`src/rtl/sdiv_pkg.sv`:
```
// Shared types and helpers for the streaming divider.
// Assumes: widths passed to byte_pad are positive.
package sdiv_pkg;

    // Output tlast derivation rule, code fixed by the port contract.
    typedef enum logic [1:0] {
        LAST_FROM_DVD = 2'd0,
        LAST_FROM_DVS = 2'd1,
        LAST_EITHER   = 2'd2,
        LAST_BOTH     = 2'd3
    } last_rule_e;

    // Round a field width up to a whole number of bytes.
    function automatic int byte_pad(input int w);
        return ((w + 7) / 8) * 8;
    endfunction

    // Larger of two widths.
    function automatic int max_w(input int a, input int b);
        return (a > b) ? a : b;
    endfunction

    // Combine the two input tlast bits according to a rule.
    function automatic logic pick_last(input last_rule_e rule, input logic la, input logic lb);
        case (rule)
            LAST_FROM_DVD: return la;
            LAST_FROM_DVS: return lb;
            LAST_EITHER:   return la | lb;
            default:       return la & lb;
        endcase
    endfunction

endpackage

```
`src/rtl/sdiv_accept.sv`:
```
// Operand join: decides when a dividend/divisor pair is taken and
// latches the sideband (tuser, tlast, mode, rule, zero divisor) for
// the result. Assumes srst_n is the internally registered reset.
module sdiv_accept
    import sdiv_pkg::*;
#(
    parameter int UA_W = 2,
    parameter int UB_W = 2,
    parameter int DSW  = 8
) (
    input  logic            clk,
    input  logic            srst_n,
    input  logic            ce,
    input  logic            engine_idle,
    input  logic            result_pending,
    input  logic            a_valid,
    input  logic            b_valid,
    input  logic [UA_W-1:0] a_user,
    input  logic [UB_W-1:0] b_user,
    input  logic            a_last,
    input  logic            b_last,
    input  logic [DSW-1:0]  divisor,
    input  logic            frac_in,
    input  last_rule_e      rule_in,
    output logic            fire,
    output logic [UA_W-1:0] a_user_q,
    output logic [UB_W-1:0] b_user_q,
    output logic            a_last_q,
    output logic            b_last_q,
    output logic            zero_q,
    output logic            frac_q,
    output last_rule_e      rule_q
);

    // Accept when enabled, out of reset, idle, nothing waiting, both valid.
    assign fire = ce && srst_n && engine_idle && !result_pending && a_valid && b_valid;

    // Capture the sideband of the accepted pair.
    always_ff @(posedge clk) begin
        if (!srst_n) begin
            a_user_q <= '0;
            b_user_q <= '0;
            a_last_q <= 1'b0;
            b_last_q <= 1'b0;
            zero_q   <= 1'b0;
            frac_q   <= 1'b0;
            rule_q   <= LAST_FROM_DVD;
        end else if (fire) begin
            a_user_q <= a_user;
            b_user_q <= b_user;
            a_last_q <= a_last;
            b_last_q <= b_last;
            zero_q   <= (divisor == '0);
            frac_q   <= frac_in;
            rule_q   <= rule_in;
        end
    end

    // never take a pair while a result waits at the output
    p_no_take_pending_r7: assert property (@(posedge clk) disable iff (!srst_n)
        result_pending |-> !fire);

endmodule

```
`src/rtl/sdiv_engine.sv`:
```
// Restoring radix-2 shift-subtract engine. Retires STEPS_PER_CLK
// quotient bits per enabled clock, DW bits in remainder mode and
// DW+FW bits in fraction mode (zeros shifted in after the dividend).
// Assumes DW >= 2 and that load is only raised while idle.
module sdiv_engine #(
    parameter int DW         = 16,
    parameter int DSW        = 8,
    parameter int FW         = 8,
    parameter int DIV_CLOCKS = 4
) (
    input  logic             clk,
    input  logic             srst_n,
    input  logic             ce,
    input  logic             load,
    input  logic             load_frac,
    input  logic [DW-1:0]    dividend,
    input  logic [DSW-1:0]   divisor,
    output logic             busy,
    output logic             done,
    output logic [DW+FW-1:0] quot_acc,
    output logic [DSW-1:0]   part_rem
);

    localparam int AW            = DW + FW;
    localparam int MAX_STEPS     = DW + FW;
    localparam int STEPS_PER_CLK = (MAX_STEPS + DIV_CLOCKS - 1) / DIV_CLOCKS;
    localparam int CNT_W         = $clog2(MAX_STEPS + 1);
    localparam int LEN_W         = $clog2(DIV_CLOCKS + 2);

    logic [DSW:0]   rem_r;
    logic [DSW-1:0] div_r;
    logic [DW-1:0]  shin_r;
    logic [AW-1:0]  acc_r;
    logic [CNT_W-1:0] cnt_r;
    logic           busy_r;

    logic [DSW:0]  r_s [0:STEPS_PER_CLK];
    logic [DW-1:0] s_s [0:STEPS_PER_CLK];
    logic [AW-1:0] a_s [0:STEPS_PER_CLK];

    assign r_s[0] = rem_r;
    assign s_s[0] = shin_r;
    assign a_s[0] = acc_r;

    // Unrolled shift-subtract stages; a stage past the remaining count passes through.
    for (genvar j = 0; j < STEPS_PER_CLK; j++) begin : g_step
        logic         act;
        logic [DSW:0] trial;
        logic         ge;
        assign act   = cnt_r > CNT_W'(j);
        assign trial = {r_s[j][DSW-1:0], s_s[j][DW-1]};
        assign ge    = (trial >= {1'b0, div_r});
        assign r_s[j+1] = !act ? r_s[j] : (ge ? trial - {1'b0, div_r} : trial);
        assign s_s[j+1] = act ? {s_s[j][DW-2:0], 1'b0} : s_s[j];
        assign a_s[j+1] = act ? {a_s[j][AW-2:0], ge} : a_s[j];
    end

    // Final clock of a division: the remaining steps fit in this clock.
    assign done     = busy_r && ce && (cnt_r <= CNT_W'(STEPS_PER_CLK));
    assign busy     = busy_r;
    assign quot_acc = a_s[STEPS_PER_CLK];
    assign part_rem = r_s[STEPS_PER_CLK][DSW-1:0];

    // Load operands or advance the iteration by one clock's worth of steps.
    always_ff @(posedge clk) begin
        if (!srst_n) begin
            busy_r <= 1'b0;
            cnt_r  <= '0;
            rem_r  <= '0;
            div_r  <= '0;
            shin_r <= '0;
            acc_r  <= '0;
        end else if (ce) begin
            if (load) begin
                busy_r <= 1'b1;
                cnt_r  <= load_frac ? CNT_W'(DW + FW) : CNT_W'(DW);
                rem_r  <= '0;
                div_r  <= divisor;
                shin_r <= dividend;
                acc_r  <= '0;
            end else if (busy_r) begin
                busy_r <= !done;
                cnt_r  <= done ? '0 : cnt_r - CNT_W'(STEPS_PER_CLK);
                rem_r  <= r_s[STEPS_PER_CLK];
                shin_r <= s_s[STEPS_PER_CLK];
                acc_r  <= a_s[STEPS_PER_CLK];
            end
        end
    end

    // Checker: busy clocks spent on the current division.
    logic [LEN_W-1:0] busy_len;
    always_ff @(posedge clk) begin
        if (!srst_n)                busy_len <= '0;
        else if (ce && load)        busy_len <= '0;
        else if (ce && busy_r)      busy_len <= busy_len + 1'b1;
    end

    // a division never needs more than DIV_CLOCKS enabled clocks
    p_latency_bound_r10: assert property (@(posedge clk) disable iff (!srst_n)
        busy_r |-> busy_len < LEN_W'(DIV_CLOCKS));

    // with the enable low the iteration holds still
    p_ce_freeze_r8: assert property (@(posedge clk) disable iff (!srst_n)
        (!ce && busy_r) |=> (busy_r && $stable(cnt_r) && $stable(acc_r)));

endmodule

```
`src/rtl/sdiv_emit.sv`:
```
// Result stage: packs quotient with remainder (byte-padded fields) or
// fraction (one padded field), forces the zero-divisor pattern, joins
// the sideband, and holds the result until downstream takes it.
// Assumes done is never raised while a result is held.
module sdiv_emit
    import sdiv_pkg::*;
#(
    parameter int DW    = 16,
    parameter int DSW   = 8,
    parameter int FW    = 8,
    parameter int UA_W  = 2,
    parameter int UB_W  = 2,
    parameter int OUT_W = 24
) (
    input  logic                 clk,
    input  logic                 srst_n,
    input  logic                 ce,
    input  logic                 done,
    input  logic [DW+FW-1:0]     quot_acc,
    input  logic [DSW-1:0]       part_rem,
    input  logic [UA_W-1:0]      a_user_q,
    input  logic [UB_W-1:0]      b_user_q,
    input  logic                 a_last_q,
    input  logic                 b_last_q,
    input  logic                 zero_q,
    input  logic                 frac_q,
    input  last_rule_e           rule_q,
    input  logic                 m_ready,
    output logic                 m_valid,
    output logic [OUT_W-1:0]     m_data,
    output logic [UA_W+UB_W:0]   m_user,
    output logic                 m_last
);

    localparam int R_PAD = byte_pad(DSW);

    logic [OUT_W-1:0] packed_w;

    // Lay out the result fields for the latched mode.
    always_comb begin
        packed_w = '0;
        if (frac_q) begin
            packed_w[DW+FW-1:0] = zero_q ? {{DW{1'b1}}, {FW{1'b0}}} : quot_acc;
        end else begin
            packed_w[R_PAD +: DW] = zero_q ? {DW{1'b1}} : quot_acc[DW-1:0];
            packed_w[DSW-1:0]     = zero_q ? '0 : part_rem;
        end
    end

    // Hold register: load on completion, release on an enabled handshake.
    always_ff @(posedge clk) begin
        if (!srst_n) begin
            m_valid <= 1'b0;
            m_data  <= '0;
            m_user  <= '0;
            m_last  <= 1'b0;
        end else if (ce) begin
            if (done) begin
                m_valid <= 1'b1;
                m_data  <= packed_w;
                m_user  <= {a_user_q, b_user_q, zero_q};
                m_last  <= pick_last(rule_q, a_last_q, b_last_q);
            end else if (m_valid && m_ready) begin
                m_valid <= 1'b0;
            end
        end
    end

    // an untaken result keeps every field
    p_hold_result_r7: assert property (@(posedge clk) disable iff (!srst_n)
        (m_valid && !(m_ready && ce)) |=>
            (m_valid && $stable(m_data) && $stable(m_user) && $stable(m_last)));

    // a zero divisor finishes with the flag set
    p_zero_flag_r4: assert property (@(posedge clk) disable iff (!srst_n)
        (done && zero_q) |=> (m_valid && m_user[0]));

endmodule

```
`src/rtl/stream_divider.sv`:
```
// Streaming radix-2 unsigned divider top. Joins two operand streams,
// runs the iterative engine and emits one packed result stream.
// Assumes rst_n is held low for at least two clocks; the reset is
// registered once before it reaches the datapath and ignores ce.
module stream_divider
    import sdiv_pkg::*;
#(
    parameter int DW         = 16,
    parameter int DSW        = 8,
    parameter int FW         = 8,
    parameter int UA_W       = 2,
    parameter int UB_W       = 2,
    parameter int DIV_CLOCKS = 4,
    localparam int OUT_W     = max_w(byte_pad(DW) + byte_pad(DSW), byte_pad(DW + FW))
) (
    input  logic               clk,
    input  logic               rst_n,
    input  logic               ce,
    input  logic [DW-1:0]      s_dvd_tdata,
    input  logic               s_dvd_tvalid,
    output logic               s_dvd_tready,
    input  logic               s_dvd_tlast,
    input  logic [UA_W-1:0]    s_dvd_tuser,
    input  logic [DSW-1:0]     s_dvs_tdata,
    input  logic               s_dvs_tvalid,
    output logic               s_dvs_tready,
    input  logic               s_dvs_tlast,
    input  logic [UB_W-1:0]    s_dvs_tuser,
    input  logic               frac_mode,
    input  logic [1:0]         last_rule,
    output logic [OUT_W-1:0]   m_res_tdata,
    output logic               m_res_tvalid,
    input  logic               m_res_tready,
    output logic               m_res_tlast,
    output logic [UA_W+UB_W:0] m_res_tuser
);

    logic srst_n;
    logic fire;
    logic busy;
    logic done;
    logic [DW+FW-1:0] quot_acc;
    logic [DSW-1:0]   part_rem;
    logic [UA_W-1:0]  a_user_q;
    logic [UB_W-1:0]  b_user_q;
    logic a_last_q, b_last_q, zero_q, frac_q;
    last_rule_e rule_q;

    // Register the external reset once before the datapath sees it.
    always_ff @(posedge clk) begin
        srst_n <= rst_n;
    end

    assign s_dvd_tready = fire;
    assign s_dvs_tready = fire;

    sdiv_accept #(.UA_W(UA_W), .UB_W(UB_W), .DSW(DSW)) u_accept (
        .clk(clk), .srst_n(srst_n), .ce(ce),
        .engine_idle(!busy), .result_pending(m_res_tvalid),
        .a_valid(s_dvd_tvalid), .b_valid(s_dvs_tvalid),
        .a_user(s_dvd_tuser), .b_user(s_dvs_tuser),
        .a_last(s_dvd_tlast), .b_last(s_dvs_tlast),
        .divisor(s_dvs_tdata), .frac_in(frac_mode),
        .rule_in(last_rule_e'(last_rule)),
        .fire(fire),
        .a_user_q(a_user_q), .b_user_q(b_user_q),
        .a_last_q(a_last_q), .b_last_q(b_last_q),
        .zero_q(zero_q), .frac_q(frac_q), .rule_q(rule_q)
    );

    sdiv_engine #(.DW(DW), .DSW(DSW), .FW(FW), .DIV_CLOCKS(DIV_CLOCKS)) u_engine (
        .clk(clk), .srst_n(srst_n), .ce(ce),
        .load(fire), .load_frac(frac_mode),
        .dividend(s_dvd_tdata), .divisor(s_dvs_tdata),
        .busy(busy), .done(done),
        .quot_acc(quot_acc), .part_rem(part_rem)
    );

    sdiv_emit #(.DW(DW), .DSW(DSW), .FW(FW), .UA_W(UA_W), .UB_W(UB_W), .OUT_W(OUT_W)) u_emit (
        .clk(clk), .srst_n(srst_n), .ce(ce),
        .done(done), .quot_acc(quot_acc), .part_rem(part_rem),
        .a_user_q(a_user_q), .b_user_q(b_user_q),
        .a_last_q(a_last_q), .b_last_q(b_last_q),
        .zero_q(zero_q), .frac_q(frac_q), .rule_q(rule_q),
        .m_ready(m_res_tready),
        .m_valid(m_res_tvalid), .m_data(m_res_tdata),
        .m_user(m_res_tuser), .m_last(m_res_tlast)
    );

    // a pair is only taken while the output is empty and the engine idle
    p_take_when_free_r1: assert property (@(posedge clk) disable iff (!srst_n)
        s_dvd_tready |-> (!m_res_tvalid && !busy && s_dvs_tvalid));

    // a registered reset clears the output on the following clock
    p_reset_clears_r9: assert property (@(posedge clk)
        (!srst_n && !$isunknown(srst_n)) |=> !m_res_tvalid);

endmodule

```
`config.mk`:
```
export PLATFORM = sky130hd
export DESIGN_NAME = stream_divider
export DESIGN_NICKNAME = d
export VERILOG_FILES = /design/src/rtl/sdiv_pkg.sv /design/src/rtl/sdiv_accept.sv /design/src/rtl/sdiv_engine.sv /design/src/rtl/sdiv_emit.sv /design/src/rtl/stream_divider.sv
export SDC_FILE = /design/constraint.sdc
export NUM_CORES = 1
export LEC_CHECK = 0
export BUFFER_PORTS_ARGS = -buffer_cell sky130_fd_sc_hd__buf_2
export CORE_MARGIN = 2
export CORE_UTILIZATION = 67
export CTS_BUF_LIST = sky130_fd_sc_hd__clkbuf_16
export DETAILED_ROUTE_END_ITERATION = 10
export PLACE_DENSITY = 0.87
export SETUP_SLACK_MARGIN = 0.5
export SLEW_MARGIN = 20
export SYNTH_ARGS = -nofsm -noshare
export SYNTH_HDL_FRONTEND = slang
export SYNTH_SLANG_ARGS = --single-unit
```
`constraint.sdc`:
```
create_clock -name clk -period 24.8 [get_ports clk]
set_input_delay 0 -clock clk [delete_from_list [all_inputs] [get_ports clk]]
set_output_delay 0 -clock clk [all_outputs]
set_load 0.005 [all_outputs]
```
# Word-level counts from Yosys, hierarchy flattened
# Index checks and enable logic that the tools add are counted.
[word_totals] register_bits=104 latchBits=0 ramBits=0 mem_bits_ro=0 inputBits=39 out_inout_bits=33 elab_cells=104 n_memories=0
[op_classes] n_addsub=7 multipliers=0 div=0 magnitude_cmp=13 eq_ne=2 shift=0 n_mux=43 bitwise_logic=2 n_reduce_logical=19
[op_table] operator="$mux W24" count=10
[op_table] operator="$mux W16" count=9
[op_table] operator="$mux W8" count=15
[op_table] operator="$ge A9 B8 Y1" count=6
[op_table] operator="$sub A8 B8 Y8" count=6
[op_table] operator="$mux W5" count=3
[op_table] operator="$gt A5 B1 Y1 const B" count=2
[op_table] operator="$gt A5 B2 Y1 const B" count=2
[op_table] operator="$gt A5 B3 Y1 const B" count=2
[op_table] operator="$logic_and A1 B1 Y1" count=8
[op_table] operator="$logic_not A8 Y1" count=1
[op_table] operator="$reduce_and A2 Y1" count=4
[op_table] operator="$le A5 B3 Y1 const B" count=1
[op_table] operator="$sub A5 B3 Y5 const B" count=1
[op_table] operator="$mux W1" count=4
[op_table] operator="$mux W4" count=1
[op_table] operator="$reduce_bool A2 Y1" count=2
[op_table] operator="$logic_not A1 Y1" count=3
[op_table] operator="$pmux W1 S3" count=1
[op_table] operator="$eq A2 B1 Y1 const B" count=1
[op_table] operator="$eq A2 B2 Y1 const B" count=1
[op_table] operator="$logic_not A2 Y1" count=1
[op_table] operator="$and A1 B1 Y1" count=1
[op_table] operator="$or A1 B1 Y1" count=1

# Logic depth before layout (Yosys ltp)
[logic_depth] ltp_word=20 depth_mapped=67 mapped_depth_nobuf=64

# Modules after synthesis
# A second synthesis with hierarchy kept.
[hier_totals] cells_unflattened=1500 area_unflattened_um2=10390.0
[modules_own_cells] module="sdiv_engine" instances=1 cells_each=1307 area_each_um2=8516.9 seq_area_each_um2=1221.2
[modules_own_cells] module="sdiv_emit" instances=1 cells_each=141 area_each_um2=1396.3 seq_area_each_um2=620.6
[modules_own_cells] module="sdiv_accept" instances=1 cells_each=49 area_each_um2=445.4 seq_area_each_um2=200.2
[modules_own_cells] module="stream_divider" instances=1 cells_each=3 area_each_um2=31.3 seq_area_each_um2=20.0

# Worst setup path after synthesis
# OpenSTA, ideal clock, no wires.
[synth_timing] path_type="register to register" startpoint="register u_engine.div_r[1]" endpoint="register u_emit.m_data[1]" setup_ns=0.088 t_arrival_ns=13.180 slack_ns=11.532 path_stages_with_launch=66 n_path_buf=3 synth_period_minus_slack_ns=13.268 cell_sequence="dfxtp_1 -> inv_1 -> ha_1 -> nand2b_1 -> a211oi_4 -> o21a_1 -> nor3_1 -> o31ai_1 -> ha_1 -> nor2b_1 -> o31a_1 -> o41a_1 -> o21ai_1 -> nor2b_1 -> buf_2 -> a21oi_1 -> a211oi_1 -> ha_1 -> [... 30 more ...] -> a31o_2 -> and3_1 -> buf_6 -> a221oi_4 -> ha_1 -> nor2b_1 -> o21ai_0 -> nand2b_1 -> a21o_1 -> a21o_1 -> a21o_1 -> a21oi_1 -> o21ai_0 -> a21oi_1 -> inv_1 -> nor2_8 -> mux2_2 -> a311oi_2"
[synth_between] elab_chain_len=20
[synth_rtl] item="start, declared" line_no="sdiv_engine.sv:31" text="logic [DSW-1:0] div_r;"
[synth_rtl] item="start signal, assigned" line_no="sdiv_engine.sv:78" text="div_r <= divisor;"
[synth_rtl] item="$sub A8 B8 Y8 or $ge A9 B8 Y1 (tied branches)" line_no="sdiv_engine.sv:53, sdiv_engine.sv:52"
[synth_rtl] item="$mux W8 (2 in a row)" line_no="sdiv_engine.sv:53" text="assign r_s[j+1] = !act ? r_s[j] : (ge ? trial - {1'b0, div_r} : trial);"
[synth_rtl] item="$sub A8 B8 Y8 or $ge A9 B8 Y1 (tied branches)" line_no="sdiv_engine.sv:53, sdiv_engine.sv:52"
[synth_rtl] item="$mux W8 (2 in a row)" line_no="sdiv_engine.sv:53"
[synth_rtl] item="$sub A8 B8 Y8 or $ge A9 B8 Y1 (tied branches)" line_no="sdiv_engine.sv:53, sdiv_engine.sv:52"
[synth_rtl] item="$mux W8 (2 in a row)" line_no="sdiv_engine.sv:53"
[synth_rtl] item="$sub A8 B8 Y8 or $ge A9 B8 Y1 (tied branches)" line_no="sdiv_engine.sv:53, sdiv_engine.sv:52"
[synth_rtl] item="$mux W8 (2 in a row)" line_no="sdiv_engine.sv:53"
[synth_rtl] item="$sub A8 B8 Y8 or $ge A9 B8 Y1 (tied branches)" line_no="sdiv_engine.sv:53, sdiv_engine.sv:52"
[synth_rtl] item="$mux W8 (2 in a row)" line_no="sdiv_engine.sv:53"
[synth_rtl] item="$ge A9 B8 Y1 or $sub A8 B8 Y8 (tied branches)" line_no="sdiv_engine.sv:52, sdiv_engine.sv:53"
[synth_rtl] item="$mux W8 (2 in a row)" line_no="sdiv_engine.sv:53"
[synth_rtl] item="$mux W8" line_no="sdiv_emit.sv:46" text="packed_w[DSW-1:0] = zero_q ? '0 : part_rem;"
[synth_rtl] item="$mux W24 *" line_no="sdiv_emit.sv:42" text="if (frac_q) begin"
[synth_rtl] item="end signal, assigned" line_no="sdiv_emit.sv:60" text="m_data <= packed_w;"
[synth_rtl] item="end, declared" line_no="sdiv_emit.sv:30" text="output logic [OUT_W-1:0] m_data,"
# Mark *: on every way between the ends. The rest lies on a longest branch, timed or not.
# A chain may end at the register's enable or synchronous reset.

# Worst setup path in the final report
# Same ends and word-level chain as after synthesis.

==> flow_summary.html <==
<table>
<tr><th>Metric</th><th>Value</th></tr>
<tr><th colspan="2">Die</th></tr>
<tr><td>Area of the die</td><td>15420 um2</td></tr>
<tr><td>Die boundary width</td><td>124.2 um</td></tr>
<tr><td>Starting density of the core</td><td>69.19%</td></tr>
<tr><td>Number of top-level design ports</td><td>72</td></tr>
<tr><td>Standard cell core area</td><td>13990 um2</td></tr>
<tr><td>Die Span Y</td><td>124.2 um</td></tr>
<tr><td>Number of standard-cell rows in the floorplan</td><td>between 40 and 50</td></tr>
<tr><th colspan="2">Placed design</th></tr>
<tr><td>Count of buffers inserted at the top-level ports</td><td>71</td></tr>
<tr><td>Final HPWL DP</td><td>23.07 mm</td></tr>
<tr><td>Area after DPL</td><td>between 10000 and 15000 um2</td></tr>
<tr><td>Gp weighted congestion</td><td>1.006</td></tr>
<tr><th colspan="2">Clocking</th></tr>
<tr><td>CTS Sinks</td><td>103</td></tr>
<tr><td>Insertion delay to the later sink of the worst-skew pair</td><td>0.37 ns</td></tr>
<tr><td>TritonCTS clock tree</td><td>yes</td></tr>
<tr><td>Clk buf depth</td><td>2</td></tr>
<tr><td>H-tree depth</td><td>3</td></tr>
<tr><td>Clock tree root driver cell</td><td>sky130_fd_sc_hd__clkbuf_16</td></tr>
<tr><td>TritonCTS buffer count</td><td>9</td></tr>
<tr><td>CTS clk-pin slew, worst paths</td><td>around 0.080 ns</td></tr>
<tr><th colspan="2">Routing</th></tr>
<tr><td>Via count</td><td>approximately 11000</td></tr>
<tr><td>Post-detailed-route via-to-cell ratio</td><td>6.986</td></tr>
<tr><td>First-pass iteration count of the detailed router</td><td>6</td></tr>
<tr><td>Post-detailed-route count of antenna-violating nets</td><td>0</td></tr>
<tr><td>Overall routed net length</td><td>34.63 mm</td></tr>
<tr><td>DRC violations left</td><td>0</td></tr>
<tr><td>Detailed-route wire length per cell</td><td>about 21 um</td></tr>
<tr><td>Drt initial violations</td><td>2111</td></tr>
<tr><th colspan="2">Global routing</th></tr>
<tr><td>Global-route congestion overflow total</td><td>0</td></tr>
<tr><td>Largest net degree at the start of global routing</td><td>75</td></tr>
<tr><td>Overall global routing resource usage</td><td>~44%</td></tr>
<tr><td>First-pass GRT wire length</td><td>52.95 mm</td></tr>
<tr><td>Antenna violations before repair</td><td>1</td></tr>
<tr><td>Number of global-route vias before repair</td><td>9883</td></tr>
<tr><th colspan="2">Cells and area</th></tr>
<tr><td>Post-route design area</td><td>10710 um2</td></tr>
<tr><td>Area grow syn2layout</td><td>10.64%</td></tr>
<tr><td>Final nets</td><td>1527</td></tr>
<tr><td>Number of filler instances in the final layout</td><td>1061</td></tr>
<tr><td>Layout cell share with drive strength beyond 1</td><td>10.93%</td></tr>
<tr><td>Share of the core filled with cells</td><td>76.55%</td></tr>
<tr><th colspan="2">Logic synthesis</th></tr>
<tr><td>Number of flops mapped to enable cells by yosys</td><td>0</td></tr>
<tr><td>Most numerous cell types in the synthesized netlist</td><td>183 x sky130_fd_sc_hd__nor2_1, 179 x sky130_fd_sc_hd__nand2_1, 156 x sky130_fd_sc_hd__a21oi_1</td></tr>
<tr><td>Fraction of the yosys area taken by sequential cells</td><td>a little over a fifth</td></tr>
<tr><td>Number of synthesized register bits</td><td>103</td></tr>
<tr><td>Post-synth ARST share</td><td>0%</td></tr>
<tr><td>Syn Nets</td><td>1486</td></tr>
<tr><td>Leading cell types by total area after synthesis</td><td>sky130_fd_sc_hd__dfxtp_1 21%, sky130_fd_sc_hd__a21oi_1 8.1%, sky130_fd_sc_hd__nor2_1 7.1%</td></tr>
<tr><td>Mean post-synth cell area</td><td>6.963 um2</td></tr>
<tr><td>Yosys cell types</td><td>87</td></tr>
<tr><td>Cell with the most instances after synthesis</td><td>sky130_fd_sc_hd__nor2_1</td></tr>
<tr><td>Top_reg_cell synth</td><td>sky130_fd_sc_hd__dfxtp_1</td></tr>
<tr><td>Netlist area before placement</td><td>9678 um2</td></tr>
<tr><td>Gate count after technology mapping</td><td>about 1400</td></tr>
<tr><td>Count of yosys warnings during synthesis</td><td>0</td></tr>
<tr><td>Library cell with the largest summed area after synthesis</td><td>sky130_fd_sc_hd__dfxtp_1</td></tr>
<tr><td>Synth top area share</td><td>21.31%</td></tr>
<tr><th colspan="2">Timing</th></tr>
<tr><td>Final Hold Fails</td><td>0</td></tr>
<tr><td>Worst rel slew slack</td><td>between 20% and 30%</td></tr>
<tr><td>RSZ-0062 raised after global routing</td><td>false</td></tr>
<tr><td>Maximum frequency from static timing analysis</td><td>0.06308 GHz</td></tr>
<tr><td>Accumulated negative setup slack</td><td>0 ns</td></tr>
<tr><td>Final max-slew violation count</td><td>0</td></tr>
<tr><td>Worst Hold Slack</td><td>0.2992 ns</td></tr>
<tr><td>Min cycle time layout</td><td>about 16 ns</td></tr>
<tr><td>Final setup violation count</td><td>0</td></tr>
<tr><td>Slew at the pin closest to its max-slew limit</td><td>1.132 ns</td></tr>
<tr><td>Period utilization</td><td>63.92%</td></tr>
<tr><td>Final clock skew</td><td>0.01651 ns</td></tr>
<tr><th colspan="2">Pwr</th></tr>
<tr><td>Design Power</td><td>between 600 and 700 uW</td></tr>
<tr><td>Power density normalized to cell area</td><td>between 60 and 70 nW/um2</td></tr>
<tr><td>Leakage</td><td>0.004167 uW</td></tr>
<tr><td>Worst-case vdd ir drop</td><td>0.04849 mV</td></tr>
<tr><th colspan="2">Critical path</th></tr>
<tr><td>Crit path DAT</td><td>16.13 ns</td></tr>
<tr><td>Largest stage delay on the critical path</td><td>0.61 ns</td></tr>
<tr><td>Max stage delay cell, worst path</td><td>sky130_fd_sc_hd__dfxtp_1</td></tr>
<tr><td>Data required time at the worst endpoint</td><td>25.08 ns</td></tr>
<tr><td>Worst Path Class, Setup</td><td>flop to flop</td></tr>
<tr><td>Most frequent cell on the critical path</td><td>sky130_fd_sc_hd__o21ai_0</td></tr>
<tr><td>Largest driver fanout on the critical path</td><td>10</td></tr>
<tr><td>Category of the worst setup path capture point</td><td>flop</td></tr>
<tr><td>Crit path launch type</td><td>flop</td></tr>
<tr><th colspan="2">Min path</th></tr>
<tr><td>Class of the tightest hold or removal check</td><td>primary input to flop</td></tr>
<tr><th colspan="2">Status</th></tr>
<tr><td>Result of the run</td><td>finished, final reports clean</td></tr>
<tr><th colspan="2">Job</th></tr>
<tr><td>Maximum Capacitance Violations</td><td>0</td></tr>
</table>
## metrics by stage
stage,setup WS [ns],cells
after floorplan,11.53,1390
after global placement,9.853,1563
after detailed placement,9.227,1563
after CTS,9.211,1616
after global routing,7.518,1616
final,8.948,1617
## state kept, by name, indices dropped and copies added, names as in the netlist, 2 cells and up
register           flops
u_engine.rem_r         8
u_emit.m_data         24
u_accept.b_user_q      2
u_accept.rule_q        2
u_engine.acc_r        24
u_accept.a_user_q      2
u_engine.cnt_r         4
u_emit.m_user          5
u_engine.div_r         8
u_engine.shin_r       16
## path summary, 6_finish.rpt
path                           from                end  slack (ns)  depth (start not counted)
setup / recovery  u_engine.div_r[1]   u_emit.m_data[1]        8.95                         62
hold / removal                rst_n             srst_n        0.30                          2
setup reg to reg  u_engine.div_r[1]   u_emit.m_data[1]        8.95                         62
hold reg to reg   u_engine.div_r[5]  u_engine.div_r[5]        0.46                          2
## cells in the final DEF (no fill, tap or decap), types with 8 or more instances in the layout
cell type                       count
sky130_fd_sc_hd__nand2b_1          10
sky130_fd_sc_hd__o21ai_1           12
sky130_fd_sc_hd__nor2b_1           15
sky130_fd_sc_hd__xnor2_1           16
sky130_fd_sc_hd__a21o_1            11
sky130_fd_sc_hd__o21a_1            10
sky130_fd_sc_hd__nor3_1            28
sky130_fd_sc_hd__buf_4             20
sky130_fd_sc_hd__dfxtp_1          103
sky130_fd_sc_hd__o221ai_1          20
sky130_fd_sc_hd__a21oi_1          156
sky130_fd_sc_hd__a22oi_1            8
sky130_fd_sc_hd__o21ai_0          105
sky130_fd_sc_hd__buf_2             71
sky130_fd_sc_hd__a211oi_1          12
sky130_fd_sc_hd__xor2_1            11
sky130_fd_sc_hd__o22ai_1           27
sky130_fd_sc_hd__nor2_1           180
sky130_fd_sc_hd__clkbuf_16          9
sky130_fd_sc_hd__o211ai_1          24
sky130_fd_sc_hd__a31oi_1           32
sky130_fd_sc_hd__nand3_1           49
sky130_fd_sc_hd__mux2i_1           60
sky130_fd_sc_hd__ha_1              51
sky130_fd_sc_hd__nand2_1          179
sky130_fd_sc_hd__inv_1             27
sky130_fd_sc_hd__dlygate4sd3_1     37
## report_power, final
part           internal [uW]  switching (uW)  total [uW]
registers                169            5.95         175
logic                    125             217         342
clock network           70.8            74.7         146
## per-layer routing
| layer | track usage, % | vias to the layer above | routed length [um] |
|---|---|---|---|
| li1 | - | 5154 | - |
| met1 | 60.16 | 5173 | 14000 |
| met2 | 67.73 | 841 | 14960 |
| met3 | 12.87 | 128 | 4541 |
| met4 | 13.97 | 0 | 1133 |
| met5 | 0 | - | 0 |
## logic make-up (layout without fill, tap and decap cells)
logic type / Yosys count / in the layout / share of synthesized area (%)
and+or+nand+nor: 518 / 518 / 23.57
AOI/OAI and AO/OA: 494 / 494 / 33.03
buffers and inverters: 127 / 173 / 5.145
DFF: 103 / 103 / 21.31
muxes: 64 / 64 / 6.671
adders and majority gates: 57 / 57 / 7.835
xor gates and xnor gates: 27 / 27 / 2.443
other: 0 / 1 / 0
## critical path, delay by kind of cell, from the launching register on
kind | cells | cell delay (ns)
AO/OA/AOI/OAI | 34 | 7.86
AND/OR/NAND/NOR | 14 | 3.07
adder cells (fa/ha/maj) | 6 | 2.03
multiplexers | 5 | 1.63
flip-flops | 1 | 0.61
buffers and inverters | 3 | 0.55
## cell type report
| type | count | area [um2] | share of cell area [%] |
|---|---|---|---|
| antenna | 1 | 2.502 | 0.02337 |
| clock buffer | 9 | 225.2 | 2.103 |
| clock inverter | 7 | 67.56 | 0.6310 |
| inverter | 29 | 108.9 | 1.017 |
| multi-input combinational | 1160 | 7141 | 66.69 |
| sequential | 103 | 2062 | 19.26 |
| tap | 180 | 225.2 | 2.103 |
| timing repair buffer | 128 | 875.8 | 8.179 |
## timing repair
item / CTS / global route
hold buffers: 37 / 0
setup buffers: 0 / 0
hold endpoints to repair: 37 / 0
resized for setup: 0 / 0
Power figures use the tool's default switching activity.
